===== config.mk =====
export PLATFORM = sky130hd
export DESIGN_NAME = irq_daisy_chain
export DESIGN_NICKNAME = d
export VERILOG_FILES = /design/src/rtl/irq_chain_pkg.sv /design/src/rtl/irq_cell.sv /design/src/rtl/irq_chain.sv /design/src/rtl/irq_ack_ctrl.sv /design/src/rtl/irq_daisy_chain.sv
export SDC_FILE = /design/constraint.sdc
export NUM_CORES = 1
export LEC_CHECK = 0
export ABC_AREA = 1
export BUFFER_PORTS_ARGS = -buffer_cell sky130_fd_sc_hd__buf_2
export CAP_MARGIN = 30
export CORE_MARGIN = 5
export CORE_UTILIZATION = 43
export DETAILED_ROUTE_END_ITERATION = 6
export HOLD_SLACK_MARGIN = 0.15
export PLACE_DENSITY_LB_ADDON = 0.12
export RECOVER_POWER = 25
export SETUP_SLACK_MARGIN = 0.5
export SLEW_MARGIN = 40
export SYNTH_ARGS = -nofsm -noshare
export SYNTH_HDL_FRONTEND = slang
export SYNTH_SLANG_ARGS = --single-unit

===== constraint.sdc =====
create_clock -name clk -period 1.4 [get_ports clk]
set_input_delay 0.28 -clock clk [delete_from_list [all_inputs] [get_ports clk]]
set_output_delay 0.28 -clock clk [all_outputs]
set_load 0.02 [all_outputs]

===== src/rtl/irq_chain_pkg.sv =====
package irq_chain_pkg;

    localparam int VEC_W = 8;

    typedef logic [VEC_W-1:0] vec_t;

    typedef enum logic {
        CTL_IDLE = 1'b0,
        CTL_ACK  = 1'b1
    } ctl_state_e;

    typedef struct packed {
        logic valid;
        logic error;
        vec_t code;
    } capture_t;

    function automatic vec_t cell_vector(vec_t base, vec_t step, int idx);
        return base + vec_t'(idx) * step;
    endfunction

endpackage


===== src/rtl/irq_cell.sv =====
module irq_cell
    import irq_chain_pkg::*;
#(
    parameter vec_t VEC = '0
) (
    input  logic clk,
    input  logic rst,
    input  logic raise,
    input  logic enable,
    input  logic ack_in,
    output logic ack_out,
    output logic req,
    output logic grant,
    output vec_t bus_out
);

    logic pend_q;

    // request is visible only while the device allows it
    assign req     = pend_q & enable;
    assign grant   = ack_in & req;
    assign ack_out = ack_in & ~req;
    assign bus_out = grant ? VEC : '0;

    // a new raise wins over the clear, so a colliding event is kept
    always_ff @(posedge clk) begin
        if (rst) begin
            pend_q <= 1'b0;
        end else if (raise) begin
            pend_q <= 1'b1;
        end else if (grant) begin
            pend_q <= 1'b0;
        end
    end


    cell_clear_chk: assert property (@(posedge clk) disable iff (rst)
        (grant && !raise) |=> !pend_q);


    cell_set_src_chk: assert property (@(posedge clk) disable iff (rst)
        $rose(pend_q) |-> $past(raise));


    cell_keep_chk: assert property (@(posedge clk) disable iff (rst)
        raise |=> pend_q);

endmodule


===== src/rtl/irq_chain.sv =====
module irq_chain
    import irq_chain_pkg::*;
#(
    parameter int   N_DEV    = 8,
    parameter vec_t VEC_BASE = 8'h40,
    parameter vec_t VEC_STEP = 8'h04
) (
    input  logic             clk,
    input  logic             rst,
    input  logic [N_DEV-1:0] raise,
    input  logic [N_DEV-1:0] enable,
    input  logic             ack,
    output logic             intr,
    output vec_t             bus,
    output logic             any_grant
);

    logic [N_DEV:0]            ack_link;
    logic [N_DEV-1:0]          req;
    logic [N_DEV-1:0]          grant;
    logic [N_DEV-1:0][VEC_W-1:0] bus_part;

    assign ack_link[0] = ack;

    for (genvar i = 0; i < N_DEV; i++) begin : g_cell
        irq_cell #(
            .VEC(cell_vector(VEC_BASE, VEC_STEP, i))
        ) u_cell (
            .clk    (clk),
            .rst    (rst),
            .raise  (raise[i]),
            .enable (enable[i]),
            .ack_in (ack_link[i]),
            .ack_out(ack_link[i+1]),
            .req    (req[i]),
            .grant  (grant[i]),
            .bus_out(bus_part[i])
        );
    end

    // wired-OR request line and wired-OR vector bus
    assign intr      = |req;
    assign any_grant = |grant;

    always_comb begin
        bus = '0;
        for (int i = 0; i < N_DEV; i++) begin
            bus = bus | bus_part[i];
        end
    end


    single_driver_chk: assert property (@(posedge clk) disable iff (rst)
        $onehot0(grant));


    grant_needs_ack_chk: assert property (@(posedge clk) disable iff (rst)
        (|grant) |-> ack);


    bus_idle_chk: assert property (@(posedge clk) disable iff (rst)
        !ack |-> (bus == '0));

endmodule


===== src/rtl/irq_ack_ctrl.sv =====
module irq_ack_ctrl
    import irq_chain_pkg::*;
(
    input  logic     clk,
    input  logic     rst,
    input  logic     intr,
    input  logic     cpu_ready,
    input  vec_t     bus,
    input  logic     any_grant,
    output logic     int_ack,
    output capture_t cap
);

    ctl_state_e state_q;

    assign int_ack = (state_q == CTL_ACK);

    always_ff @(posedge clk) begin
        if (rst) begin
            state_q <= CTL_IDLE;
            cap     <= '0;
        end else begin
            case (state_q)
                CTL_IDLE: begin
                    cap.valid <= 1'b0;
                    cap.error <= 1'b0;
                    if (intr && cpu_ready) begin
                        state_q <= CTL_ACK;
                    end
                end
                CTL_ACK: begin
                    state_q   <= CTL_IDLE;
                    cap.valid <= any_grant;
                    cap.error <= ~any_grant;
                    cap.code  <= bus;
                end
                default: state_q <= CTL_IDLE;
            endcase
        end
    end


    ack_single_chk: assert property (@(posedge clk) disable iff (rst)
        int_ack |=> !int_ack);


    ack_cause_chk: assert property (@(posedge clk) disable iff (rst)
        $rose(int_ack) |-> $past(intr && cpu_ready));


    ack_outcome_chk: assert property (@(posedge clk) disable iff (rst)
        int_ack |=> (cap.valid ^ cap.error));


    valid_only_after_ack_chk: assert property (@(posedge clk) disable iff (rst)
        $rose(cap.valid) |-> $past(int_ack));

endmodule


===== src/rtl/irq_daisy_chain.sv =====
module irq_daisy_chain
    import irq_chain_pkg::*;
#(
    parameter int   N_DEV    = 8,
    parameter vec_t VEC_BASE = 8'h40,
    parameter vec_t VEC_STEP = 8'h04
) (
    input  logic             clk,
    input  logic             rst,
    input  logic [N_DEV-1:0] dev_raise,
    input  logic [N_DEV-1:0] dev_en,
    input  logic             cpu_ready,
    output logic             intr_line,
    output logic             int_ack,
    output logic [7:0]       data_bus,
    output logic             vec_valid,
    output logic [7:0]       vec_code,
    output logic             ack_error
);

    vec_t     bus;
    logic     any_grant;
    capture_t cap;

    irq_chain #(
        .N_DEV   (N_DEV),
        .VEC_BASE(VEC_BASE),
        .VEC_STEP(VEC_STEP)
    ) u_chain (
        .clk      (clk),
        .rst      (rst),
        .raise    (dev_raise),
        .enable   (dev_en),
        .ack      (int_ack),
        .intr     (intr_line),
        .bus      (bus),
        .any_grant(any_grant)
    );

    irq_ack_ctrl u_ctrl (
        .clk      (clk),
        .rst      (rst),
        .intr     (intr_line),
        .cpu_ready(cpu_ready),
        .bus      (bus),
        .any_grant(any_grant),
        .int_ack  (int_ack),
        .cap      (cap)
    );

    assign data_bus  = bus;
    assign vec_valid = cap.valid;
    assign vec_code  = cap.code;
    assign ack_error = cap.error;


    error_code_zero_chk: assert property (@(posedge clk) disable iff (rst)
        ack_error |-> (vec_code == 8'h00));

endmodule


; ---- Yosys cells after proc, flatten, opt, wreduce, memory -nomap -nowiden
; Index checks and enable logic that the tools add are counted.
[classes]
addsub = 0
n_mul = 0
n_div = 0
n_lt_le_gt_ge = 0
eq_ne = 0
n_shift = 0
n_mux = 27
bitwise_logic = 39
reduce_logical = 11
[ops]
columns = op, n
row1 = two-way mux 7 bit, 8
row2 = OR 8 x 7 -> 8 bit, 6
row3 = bitwise AND 1 bit, 23
row4 = two-way mux 1 bit, 17
row5 = nonzero test 2 bit, 8
row6 = OR reduction 8 bit, 2
row7 = NOT 1 bit, 9
row8 = OR 7 bit, 1
row9 = one-hot mux 2 bit (2 select lines), 1
row10 = one-hot mux 1 bit (2 select lines), 1
row11 = logical AND 1 bit, 1
[totals]
regBits = 19
latchBits = 0
ramBits = 0
rom_bits = 0
input_bits = 19
out_inout_bits = 20
wordCells = 89
mem_count = 0

; ---- Logic depth before layout (Yosys ltp)
; Gate-level depths: netlist (run 1).
[logic_depth]
word_depth = 13
ltp_mapped = 7
mapped_depth_nobuf = 7

; ---- Cells and area by module
; A second synthesis (run 1) with hierarchy kept.
[hier_totals]
cells_unflattened = 346
hier_area_um2 = 1901.8
[modules_own_cells]
columns = module, instances, cells_each, area_each_um2, seq_area_each_um2
row1 = irq_cell, 8, 19, 118.9, 20.0
row2 = irq_chain, 1, 150, 563.0, 0.0
row3 = irq_ack_ctrl, 1, 44, 387.9, 220.2

; ---- Worst setup path before layout (run 1)
; No wires, ideal clock.
[synth_path]
path_kind = reg2out
from = register u_chain.g_cell[3].u_cell.pend_q
to = output data_bus[6]
arrival_time_ps = 1051
required_ps = 1120
path_slack_ps = 69
stages_incl_launch_ff = 7
path_buffers = 0
path_cell_list = dfxtp_1 nand2_1 nand2_2 inv_2 nand4_2 inv_2 nor2_1
[synth_between]
elab_chain_len = 9
word_cells_on_any_way = 21
cone_classes = mux (5) / bitwise (16)
[synth_lines]
columns = item, line
row1 = start: declaration, irq_cell.sv:17  ; logic pend_q;
row2 = start signal: assignment, irq_cell.sv:28  ; pend_q <= 1'b0;
row3 = start signal: assignment, irq_cell.sv:30  ; pend_q <= 1'b1;
row4 = start signal: assignment, irq_cell.sv:32  ; pend_q <= 1'b0;
row5 = bitwise AND 1 bit (*), irq_cell.sv:20  ; assign req = pend_q & enable;
row6 = NOT 1 bit, irq_cell.sv:22  ; assign ack_out = ack_in & ~req;
row7 = bitwise AND 1 bit, irq_cell.sv:22
row8 = bitwise AND 1 bit (on tied branches), "irq_cell.sv:21, irq_cell.sv:22"
row9 = "two-way mux 7 bit, or another cell as far along", irq_cell.sv:23  ; assign bus_out = grant ? VEC : '0;
row10 = "OR 8 x 7 -> 8 bit, or another cell as far along (2 in a row)", irq_chain.sv:48  ; bus = bus | bus_part[i];
row11 = OR 8 x 7 -> 8 bit or two-way mux 7 bit (tied branches), "irq_chain.sv:48, irq_cell.sv:23"
row12 = OR 8 x 7 -> 8 bit (*), irq_chain.sv:48
row13 = end: declaration, irq_daisy_chain.sv:15  ; output logic [7:0] data_bus,
; Every way passes the cells marked *; elsewhere a longest branch is shown, timed or not.

; ---- Worst setup path after layout (run 1)
[layout_path]
from = register u_chain.g_cell[3].u_cell.pend_q
to = output data_bus[3]
[layout_between]
elab_chain_len = 9
word_cells_on_any_way = 17
cone_classes = mux (3) / bitwise (14)
[layout_lines]
columns = item, line
row1 = bitwise AND 1 bit (*), irq_cell.sv:20
row2 = NOT 1 bit, irq_cell.sv:22
row3 = bitwise AND 1 bit (3 in a row), irq_cell.sv:22
row4 = bitwise AND 1 bit (on tied branches), "irq_cell.sv:21, irq_cell.sv:22"
row5 = two-way mux 7 bit or bitwise AND 1 bit (tied branches), "irq_cell.sv:23, irq_cell.sv:21"
row6 = OR 8 x 7 -> 8 bit or two-way mux 7 bit (tied branches), "irq_chain.sv:48, irq_cell.sv:23"
row7 = OR 8 x 7 -> 8 bit (*), irq_chain.sv:48
; Marked as above.

==> flow_summary_export.csv, run 1 <==
group,metric,value,unit
place,port_buffers,30,
sta,setup_viol,7,
clocking,cts.clk_slew.worst_paths,0.10,ns
route,avgViaCountPerCell,4.85,
clocking,insertion_delay,0.29,ns
sta,finalWorstSetupSlack,-0.200,ns
layout,synthToLayoutAreaGrowth,82.1,%
place,hpwlAfterDp,1370,um
global_route,grt_max_degree,12,
global_route,grt_util_all_layers,0.170,
yosys,ys_seq_elements,15,
layout,layout-drive-gt1-share,0.712,
sta,finalHoldViolCount,0,
sta,skew,0.00135,ns
yosys,synth_area,741,um^2
layout,n_antenna_cell,0,
critical_path,endpoint_kind,"output pin",
global_route,antenna_found_initial,0,
critical_path,cp.arrival,1.32,ns
die,die_area,2650,um^2
yosys,yosysUniqueCellTypes,19,
route,firstDrtPassIters,4,
yosys,synthCells,102,
route,drc_errors,0,
global_route,overflow,0,
route,drtIter0Drc,5,
clocking,h-tree-depth,1,
layout,final_cell_mix,"buf_2, buf_6, nand2_1, buf_4, dfxtp_2",
critical_path,rrSetupSlack,-0.14,ns
pwr,ir_worst_vdd,0.488,mV
clocking,cts-root-buf,"clkbuf_4",
place,dpl_cell_area,963,um^2
die,core_area,1690,um^2
outcome,status,"complete, but fails checks",
sta,max_clock_freq,625,MHz
critical_path,worst-path-max-fanout,5,
hold_path,min_from,"dev_raise[3]",
clocking,cts_made_buffers,3,
die,io_pins,39,
route,antenna_left,0,
outcome,violations,"negative setup slack",
critical_path,cp-start-kind,"flop",
die,die_x,51.5,um
route,vias,839,
place,gp_congestion,0.756,
die,die_height,51.5,um
pwr,power_density,792,nW/um^2
clocking,ctsHoldBuffers,0,
hold_path,hold_path_class,"in2reg",
layout,layout.nets,176,
place,place_ws,-0.00381,ns
sta,layout_min_cycle_time,1.60,ns
critical_path,criticalPathCategory,"reg2out",
hold_path,hold_path_end,"u_chain.g_cell[3].u_cell.pend_q$_SDFFE_PP0P_",
sta,setup_tns,-1.03,ns
critical_path,reg2reg_from,"u_chain.g_cell[3].u_cell.pend_q$_SDFFE_PP0P_",
sta,whs,0.194,ns
global_route,grt_pass1_wl,3370,um
pwr,p_leak,0.670,nW
hold_path,worstHoldPathCells,3,
clocking,cts_buffer_depth,2,
clocking,cts_tree,"done",
critical_path,r2r_end,"u_ctrl.cap[3]$_SDFFE_PP0P_",
route,routed_wl,2320,um
route,wire_per_inst,13.4,um
die,rows,15,
yosys,postSynthAreaPerCell,7.26,um^2
die,initial_core_util,0.439,
critical_path,crit_required,1.12,ns
layout,design_area,1350,um^2
global_route,grt_pass1_vias,785,
yosys,ys_warn_count,0,
yosys,ys_seq_area_frac,0.405,
clocking,clock-sinks,15,
run,maxCapViolCount,0,
critical_path,r2r_cells,9,
sta,fin_crit_sh,1.14,
pwr,p_total,1.07,mW
sta,rsz0062_at_grt,"yes",
sta,slew_viol_final,0,
area by class of cell:
cell class / count / area, um^2
clock buffer: 3 / 22.5
timing repair buffer: 52 / 414
clock inverter: 1 / 5.00
multi-input combinational: 73 / 514
tap: 17 / 21.3
sequential: 15 / 322
inverter: 12 / 50.0
fill: 120 / 340
per-layer routing:
metal,GRT usage,vias to the layer above,share of wire
met5,0,-,0
met1,0.176,389,0.34
li1,-,411,-
met3,0.0401,8,0.059
met4,0.0742,0,0.022
met2,0.322,31,0.58
repair_timing:
| item | CTS | global route |
|---|---|---|
| pin swaps | 11 | 12 |
| setup buffers | 15 | 6 |
| endpoints found under the hold margin | 0 | 0 |
| gates resized for setup | 41 | 26 |
| cloned | 0 | 0 |
| endpoints found under the setup margin | 26 | 26 |
critical path: stages, from the launching register on:
cell and delay (ns):
dfxtp_2 0.34, nand2_4 0.09, nand2_4 0.08, nor2_4 0.19, nand3_2 0.13, nand2_2 0.09
buf_6 0.12
report_power, final:
part           internal (mW)  leakage [nW]  switching [mW]  total, mW
clock                  0.106        0.0177           0.151      0.257
sequential             0.456         0.129          0.0244      0.481
combinational          0.150         0.523           0.180      0.331
total                  0.713         0.670           0.356       1.07
state kept, by name (all words and copies together) (netlist names):
signal,cells
u_ctrl.cap,6
u_chain.g_cell.u_cell.pend_q,8
u_ctrl.int_ack,1
worst max-delay path by stage:
stage | slack [ns] | startpoint | cells past startpoint | endpoint
after global placement | 0.006 | dev_en[1] | 7 | data_bus[3]
after detailed placement | -0.004 | dev_en[1] | 7 | data_bus[3]
final | -0.20 | u_chain.g_cell[3].u_cell.pend_q$_SDFFE_PP0P_ | 6 | data_bus[3]
after global routing | -0.26 | u_chain.g_cell[3].u_cell.pend_q$_SDFFE_PP0P_ | 6 | data_bus[3]
after floorplan | 0.20 | u_chain.g_cell[6].u_cell.pend_q$_SDFFE_PP0P_ | 6 | data_bus[6]
after CTS | -0.18 | u_chain.g_cell[1].u_cell.pend_q$_SDFFE_PP0P_ | 6 | data_bus[2]
Yosys cell counts, drive strengths merged:
cell type,count,share of area
inv,12,0.061
o21ai,3,0.020
nand4,2,0.034
a31oi,1,0.0085
a21oi,10,0.068
dfxtp,15,0.41
o21bai,1,0.010
conb,1,0.0051
nand2,29,0.16
nand3,4,0.041
nor2,15,0.10
buf,9,0.088
logic make-up (layout without fill, tap and decap cells):
| family | after synthesis | in the layout | share of synthesized area |
|---|---|---|---|
| AOI/OAI and AO/OA | 15 | 15 | 0.106 |
| buffers and inverters | 21 | 68 | 0.149 |
| DFF | 15 | 15 | 0.405 |
| and+or+nand+nor | 50 | 50 | 0.334 |
| other | 1 | 8 | 0.00506 |
through the flow:
step / cells / util
2_1_floorplan: 109 / -
3_3_place_gp: 148 / 0.570
3_5_place_dp: 148 / 0.570
4_1_cts: 167 / 0.725
5_1_grt: 173 / 0.799
6_report: 173 / 0.799
No activity file was read; power rests on OpenSTA's default activity.
==> inputs of run 2 (changes only) <==
--- a/config.mk
+++ b/config.mk
@@ -19,3 +19,4 @@
 export SYNTH_ARGS = -nofsm -noshare
 export SYNTH_HDL_FRONTEND = slang
 export SYNTH_SLANG_ARGS = --single-unit
+export TNS_END_PERCENT = 5
==> run 2 against run 1 <==
The run still ends with negative setup slack left; non-clock buffer count fell by 11; clock power decreased by 4%; combinational power fell by 20%; register-to-register slack better by 0.35 ns; die area did not move; first-iteration DRC count is 20% lower; critical path type unchanged; largest cell class unchanged; highest routed layer is now met3.
==> flow_summary_export.csv, run 2 (synthesis results as in run 1) <==
group,metric,value,unit
critical_path,criticalPathCategory,"reg2out",
route,routed_wl,1720,um
clocking,ctsHoldBuffers,0,
clocking,clock-sinks,15,
sta,slew_viol_final,0,
route,firstDrtPassIters,2,
die,io_pins,39,
global_route,grt_util_all_layers,0.142,
sta,max_clock_freq,649,MHz
sta,skew,0.00833,ns
sta,finalWorstSetupSlack,-0.141,ns
global_route,overflow,0,
run,maxCapViolCount,0,
global_route,grt_max_degree,12,
layout,synthToLayoutAreaGrowth,56.1,%
clocking,cts-root-buf,"clkbuf_4",
die,core_area,1690,um^2
layout,largest-register,"u_chain.g_cell.u_cell.pend_q",
global_route,grt_pass1_vias,714,
clocking,cts_made_buffers,3,
layout,fillerInstances,147,
route,wire_per_inst,10.6,um
die,rows,15,
critical_path,cp.arrival,1.26,ns
global_route,antenna_found_initial,0,
hold_path,hold_path_class,"in2reg",
route,antenna_left,0,
pwr,power_frac_comb,0.269,
layout,layout-drive-gt1-share,0.621,
place,dp.cells,151,
critical_path,worst-path-max-fanout,5,
layout,final_cell_mix,"buf_2, nand2_1, dfxtp_2",
sta,layout_min_cycle_time,1.54,ns
pwr,power_density,857,nW/um^2
die,die_height,51.5,um
layout,final_common_cell,"buf_2",
pwr,p_leak,0.590,nW
sta,finalHoldViolCount,0,
clocking,h-tree-depth,1,
clocking,cts.clk_slew.worst_paths,0.09,ns
critical_path,crit_required,1.12,ns
place,place_ws,-0.0133,ns
route,drtIter0Drc,4,
pwr,p_switching,0.313,mW
sta,setup_viol,5,
critical_path,cp-start-kind,"flop",
sta,rsz0062_at_grt,"yes",
sta,fin_crit_sh,1.10,
layout,layout.nets,165,
clocking,insertion_delay,0.29,ns
route,vias,749,
pwr,sw_frac_of_total,0.316,
pwr,p_int,0.678,mW
place,port_buffers,30,
die,initial_core_util,0.439,
route,avgViaCountPerCell,4.62,
clocking,cts_tree,"done",
die,die_x,51.5,um
pwr,pwr-share-clk,0.249,
critical_path,endpoint_kind,"output pin",
route,drc_errors,0,
global_route,grt_pass1_wl,2860,um
die,die_area,2650,um^2
place,hpwlAfterDp,1320,um
layout,fin_cells,162,
outcome,status,"complete, but fails checks",
layout,largest_reg_flops,8,
pwr,seq_power_share,0.482,
pwr,ir_worst_vdd,0.749,mV
clocking,cts_buffer_depth,2,
place,gp_congestion,0.746,
layout,n_antenna_cell,0,
outcome,violations,"negative setup slack",
==> run 2: changes by cell type in the layout (fill, tap and decap cells not counted), moves of 2 or more <==
cell     previous run  this run
nor2_1              8        10
buf_6              19        10
buf_4              14        11
nand2_4             7         4
inv_1               5         8
nand2_2             8        10
inv_4               2         0
==> run 2: critical path: stages, from the launching register on <==
cell and delay (ns):
dfxtp_2 0.33, nand2_2 0.08, nand2_4 0.07, nor2_4 0.17, nand3_2 0.11, nand2_2 0.09
buf_6 0.12
==> run 2: worst paths after layout <==
| kind | start | endpoint | slack (ns) | cells after the start |
|---|---|---|---|---|
| setup / recovery | u_chain.g_cell[3].u_cell.pend_q$_SDFFE_PP0P_ | data_bus[3] | -0.14 | 6 |
| hold / removal | dev_raise[0] | u_chain.g_cell[0].u_cell.pend_q$_SDFFE_PP0P_ | 0.19 | 3 |
| setup reg to reg | u_chain.g_cell[3].u_cell.pend_q$_SDFFE_PP0P_ | u_chain.g_cell[4].u_cell.pend_q$_SDFFE_PP0P_ | 0.21 | 8 |
| hold reg to reg | u_ctrl.cap[6]$_SDFFE_PP0P_ | u_ctrl.cap[6]$_SDFFE_PP0P_ | 0.47 | 2 |
==> run 2: stage by stage <==
| stage | setup TNS (ns) | hold WS [ns] | power [mW] | cell area [um^2] | util |
|---|---|---|---|---|---|
| 2_1_floorplan | 0 | 0.397 | 0.633 | 790 | - |
| 3_3_place_gp | 0 | 0.437 | 0.685 | 926 | 0.548 |
| 3_5_place_dp | -0.0133 | 0.444 | 0.690 | 926 | 0.548 |
| 4_1_cts | -0.671 | 0.194 | 0.990 | 1120 | 0.662 |
| 5_1_grt | -0.984 | 0.198 | 1.06 | 1160 | 0.684 |
| 6_report | -0.485 | 0.193 | 0.990 | 1160 | 0.684 |
==> run 2: area by class of cell <==
class | instances | area (um^2) | area share
clock buffer | 3 | 22.5 | 0.0195
clock inverter | 1 | 5.00 | 0.00433
inverter | 12 | 45.0 | 0.0390
multi-input combinational | 73 | 445 | 0.385
sequential | 15 | 322 | 0.278
tap | 17 | 21.3 | 0.0184
timing repair buffer | 41 | 295 | 0.255
==> run 2: power by group through the flow <==
stage / sequential, mW / clock (mW) / combinational, mW
finish: 0.478 / 0.247 / 0.266
global route: 0.481 / 0.287 / 0.291
CTS: 0.475 / 0.257 / 0.257
detailed placement: 0.478 / 0 / 0.212
global placement: 0.476 / 0 / 0.208
floorplan: 0.485 / 0 / 0.148
==> run 2: timing repair <==
item | in CTS | in global routing
buffers inserted | 6 | 1
setup endpoints to repair | 25 | 25
resized for setup | 43 | 11
pin swaps | 12 | 11
==> run 2: routing by layer <==
layer	GRT usage	up-vias	wire, um
met5	0	-	0
met4	0.0131	0	0
met3	0.0602	0	167
met2	0.265	26	915
met1	0.153	335	639
li1	-	388	-
==> inputs of run 3 (changes only) <==
--- a/config.mk
+++ b/config.mk
@@ -5,11 +5,11 @@
 export SDC_FILE = /design/constraint.sdc
 export NUM_CORES = 1
 export LEC_CHECK = 0
-export ABC_AREA = 1
 export BUFFER_PORTS_ARGS = -buffer_cell sky130_fd_sc_hd__buf_2
 export CAP_MARGIN = 30
 export CORE_MARGIN = 5
 export CORE_UTILIZATION = 43
+export CTS_CLUSTER_SIZE = 28
 export DETAILED_ROUTE_END_ITERATION = 6
 export HOLD_SLACK_MARGIN = 0.15
 export PLACE_DENSITY_LB_ADDON = 0.12
==> run 3 against run 2 <==
Combinational power up 21%; maximum frequency down 14%; total power up 6.4%; critical endpoint is now data_bus[6]; sequential share of layout area down 2.0 points; design area up 3.6%; the flow still finishes with violations (negative setup slack); synthesized area up 3.2%; worst setup slack worse by 0.24 ns; register-to-register slack worse by 0.14 ns; highest routed layer is now met4; non-clock buffer count up 11; final cell count up 3.7%; largest cell class unchanged; critical path depth unchanged.
==> flow_summary_export.csv, run 3 <==
group,metric,value,unit
outcome,status,"complete, but fails checks",
outcome,violations,"negative setup slack",
yosys,synthFlopType,"dfxtp_1",
global_route,overflow,0,
global_route,grt_use_met1,0.164,
sta,finalWorstSetupSlack,-0.384,ns
run,maxCapViolCount,0,
route,wire_per_inst,12.4,um
yosys,ys_warn_count,0,
place,port_buffers,30,
critical_path,worst-path-max-fanout,3,
critical_path,crit_required,1.12,ns
global_route,use_met2,0.287,
layout,synthToLayoutAreaGrowth,56.6,%
sta,max_clock_freq,561,MHz
layout,post-route-util,0.701,
sta,tightest_slew,0.525,ns
critical_path,endpoint_kind,"output pin",
global_route,grt_max_degree,13,
sta,setup_tns,-1.57,ns
layout,largest_reg_flops,8,
pwr,ir_worst_vdd,0.573,mV
critical_path,criticalPathCategory,"reg2out",
sta,setup_viol,6,
global_route,antenna_found_initial,0,
layout,layout.nets,163,
sta,slew_viol_final,0,
layout,final_common_cell,"buf_4",
sta,layout_min_cycle_time,1.78,ns
global_route,top_usage_layer,"met2",
global_route,grt_pass1_vias,724,
yosys,synth_top_area_share,0.393,
yosys,synthCells,90,
sta,relSlewSlack,0.650,
clocking,cts_tree,"done",
clocking,cts_buffer_depth,2,
place,hpwlAfterDp,1490,um
sta,rsz0062_at_grt,"yes",
route,drc_errors,0,
critical_path,r2r_cells,5,
yosys,synth_edf_count,0,
die,io_pins,39,
die,die_area,2720,um^2
yosys,ys_seq_elements,15,
die,die_height,52.2,um
layout,layout-drive-gt1-share,0.559,
critical_path,cp.arrival,1.50,ns
clocking,cts_made_buffers,3,
pwr,power_density,880,nW/um^2
critical_path,cp-start-kind,"flop",
route,antenna_left,0,
yosys,ys_seq_area_frac,0.393,
place,gp_congestion,0.770,
hold_path,worstHoldPathCells,3,
die,rows,15,
route,routed_wl,2080,um
yosys,postSynthAreaPerCell,8.49,um^2
global_route,met3_usage,0.0258,
die,initial_core_util,0.448,
die,die_x,52.2,um
route,drtIter0Drc,11,
layout,final_cell_mix,"buf_4, buf_2, nand2_1, nor2_1, buf_6",
yosys,synthArstFlopShare,0,
global_route,grt_pass1_wl,3020,um
yosys,synth_commonest_cells,"dfxtp_1, nand2_1, nor2_1, a21oi_1, buf_4",
yosys,synthTopCellsByArea,"dfxtp_1, buf_4, nand2_1, nor2_1, a21oi_1",
route,firstDrtPassIters,4,
layout,largest-register,"u_chain.g_cell.u_cell.pend_q",
clocking,h-tree-depth,1,
yosys,synth_area,764,um^2
layout,n_antenna_cell,0,
route,vias,809,
route,avgViaCountPerCell,4.82,
clocking,cts.clk_slew.worst_paths,0.09,ns
pwr,p_leak,0.581,nW
hold_path,hold_path_class,"in2reg",
yosys,yosysUniqueCellTypes,29,
yosys,synth_top_area_cell,"dfxtp_1",
yosys,synth.most_common_cell,"dfxtp_1",
clocking,cts-root-buf,"clkbuf_4",
clocking,ctsHoldBuffers,0,
sta,finalHoldViolCount,0,
die,core_area,1710,um^2
global_route,grt_util_all_layers,0.154,
sta,fin_crit_sh,1.27,
sta,skew,0.00480,ns
clocking,clock-sinks,15,
clocking,insertion_delay,0.29,ns
-- run 3: cell families after synthesis --
family / share of synthesized area
AND/OR/NAND/NOR: 0.257
AO/OA/AOI/OAI: 0.237
flip-flops: 0.393
buffers and inverters: 0.108
other: 0.00491
-- run 3: path summary, 6_finish.rpt --
check	from	slack (ns)	to
setup / recovery	u_chain.g_cell[6].u_cell.pend_q$_SDFFE_PP0P_	-0.38	data_bus[6]
hold / removal	dev_raise[1]	0.19	u_chain.g_cell[1].u_cell.pend_q$_SDFFE_PP0P_
setup reg to reg	u_chain.g_cell[3].u_cell.pend_q$_SDFFE_PP0P_	0.07	u_ctrl.cap[2]$_SDFFE_PP0P_
hold reg to reg	u_chain.g_cell[1].u_cell.pend_q$_SDFFE_PP0P_	0.52	u_chain.g_cell[1].u_cell.pend_q$_SDFFE_PP0P_
-- run 3: what timing repair did --
item	4_1_cts	5_1_grt
resized for setup	32	7
pin swaps	4	3
setup buffers	2	0
endpoints found under the setup margin	26	27
-- run 3: power by group --
| part | internal [mW] | switching [mW] | leakage, nW |
|---|---|---|---|
| Clock | 0.106 | 0.147 | 0.0177 |
| Combinational | 0.158 | 0.162 | 0.438 |
| Sequential | 0.459 | 0.0215 | 0.126 |
| Total | 0.724 | 0.331 | 0.581 |
-- run 3: per-stage QoR --
stage / total power [mW] / area, um^2 / hold slack, ns / cells / setup slack, ns
floorplan: 0.649 / 792 / 0.397 / 97 / -0.0367
global placement: 0.751 / 1060 / 0.463 / 162 / -0.171
detailed placement: 0.758 / 1060 / 0.474 / 162 / -0.205
CTS: 1.05 / 1190 / 0.186 / 168 / -0.382
global route: 1.11 / 1200 / 0.209 / 168 / -0.447
finish: 1.05 / 1200 / 0.193 / 168 / -0.384
-- run 3: layout make-up --
cell class | instances | area (um^2)
multi-input cells | 68 | 444
flip-flops and latches | 15 | 309
clock buffers | 3 | 22.5
fillers | 124 | 510
well taps | 25 | 31.3
repair buffers | 52 | 370
clock inverters | 1 | 5.00
inverters | 4 | 15.0
-- run 3: worst max-delay path: stages, from the launching register on --
cell and delay [ns]:
dfxtp_2 0.33, a22oi_2 0.19, and2_4 0.18, and4_4 0.20
inv_2 0.04, and2_4 0.15, buf_6 0.12
-- run 3: layer usage --
metal  up-vias  share of wire
li1        404              -
met5         -              0
met2        37           0.53
met1       359           0.39
met4         0          0.030
met3         9          0.055
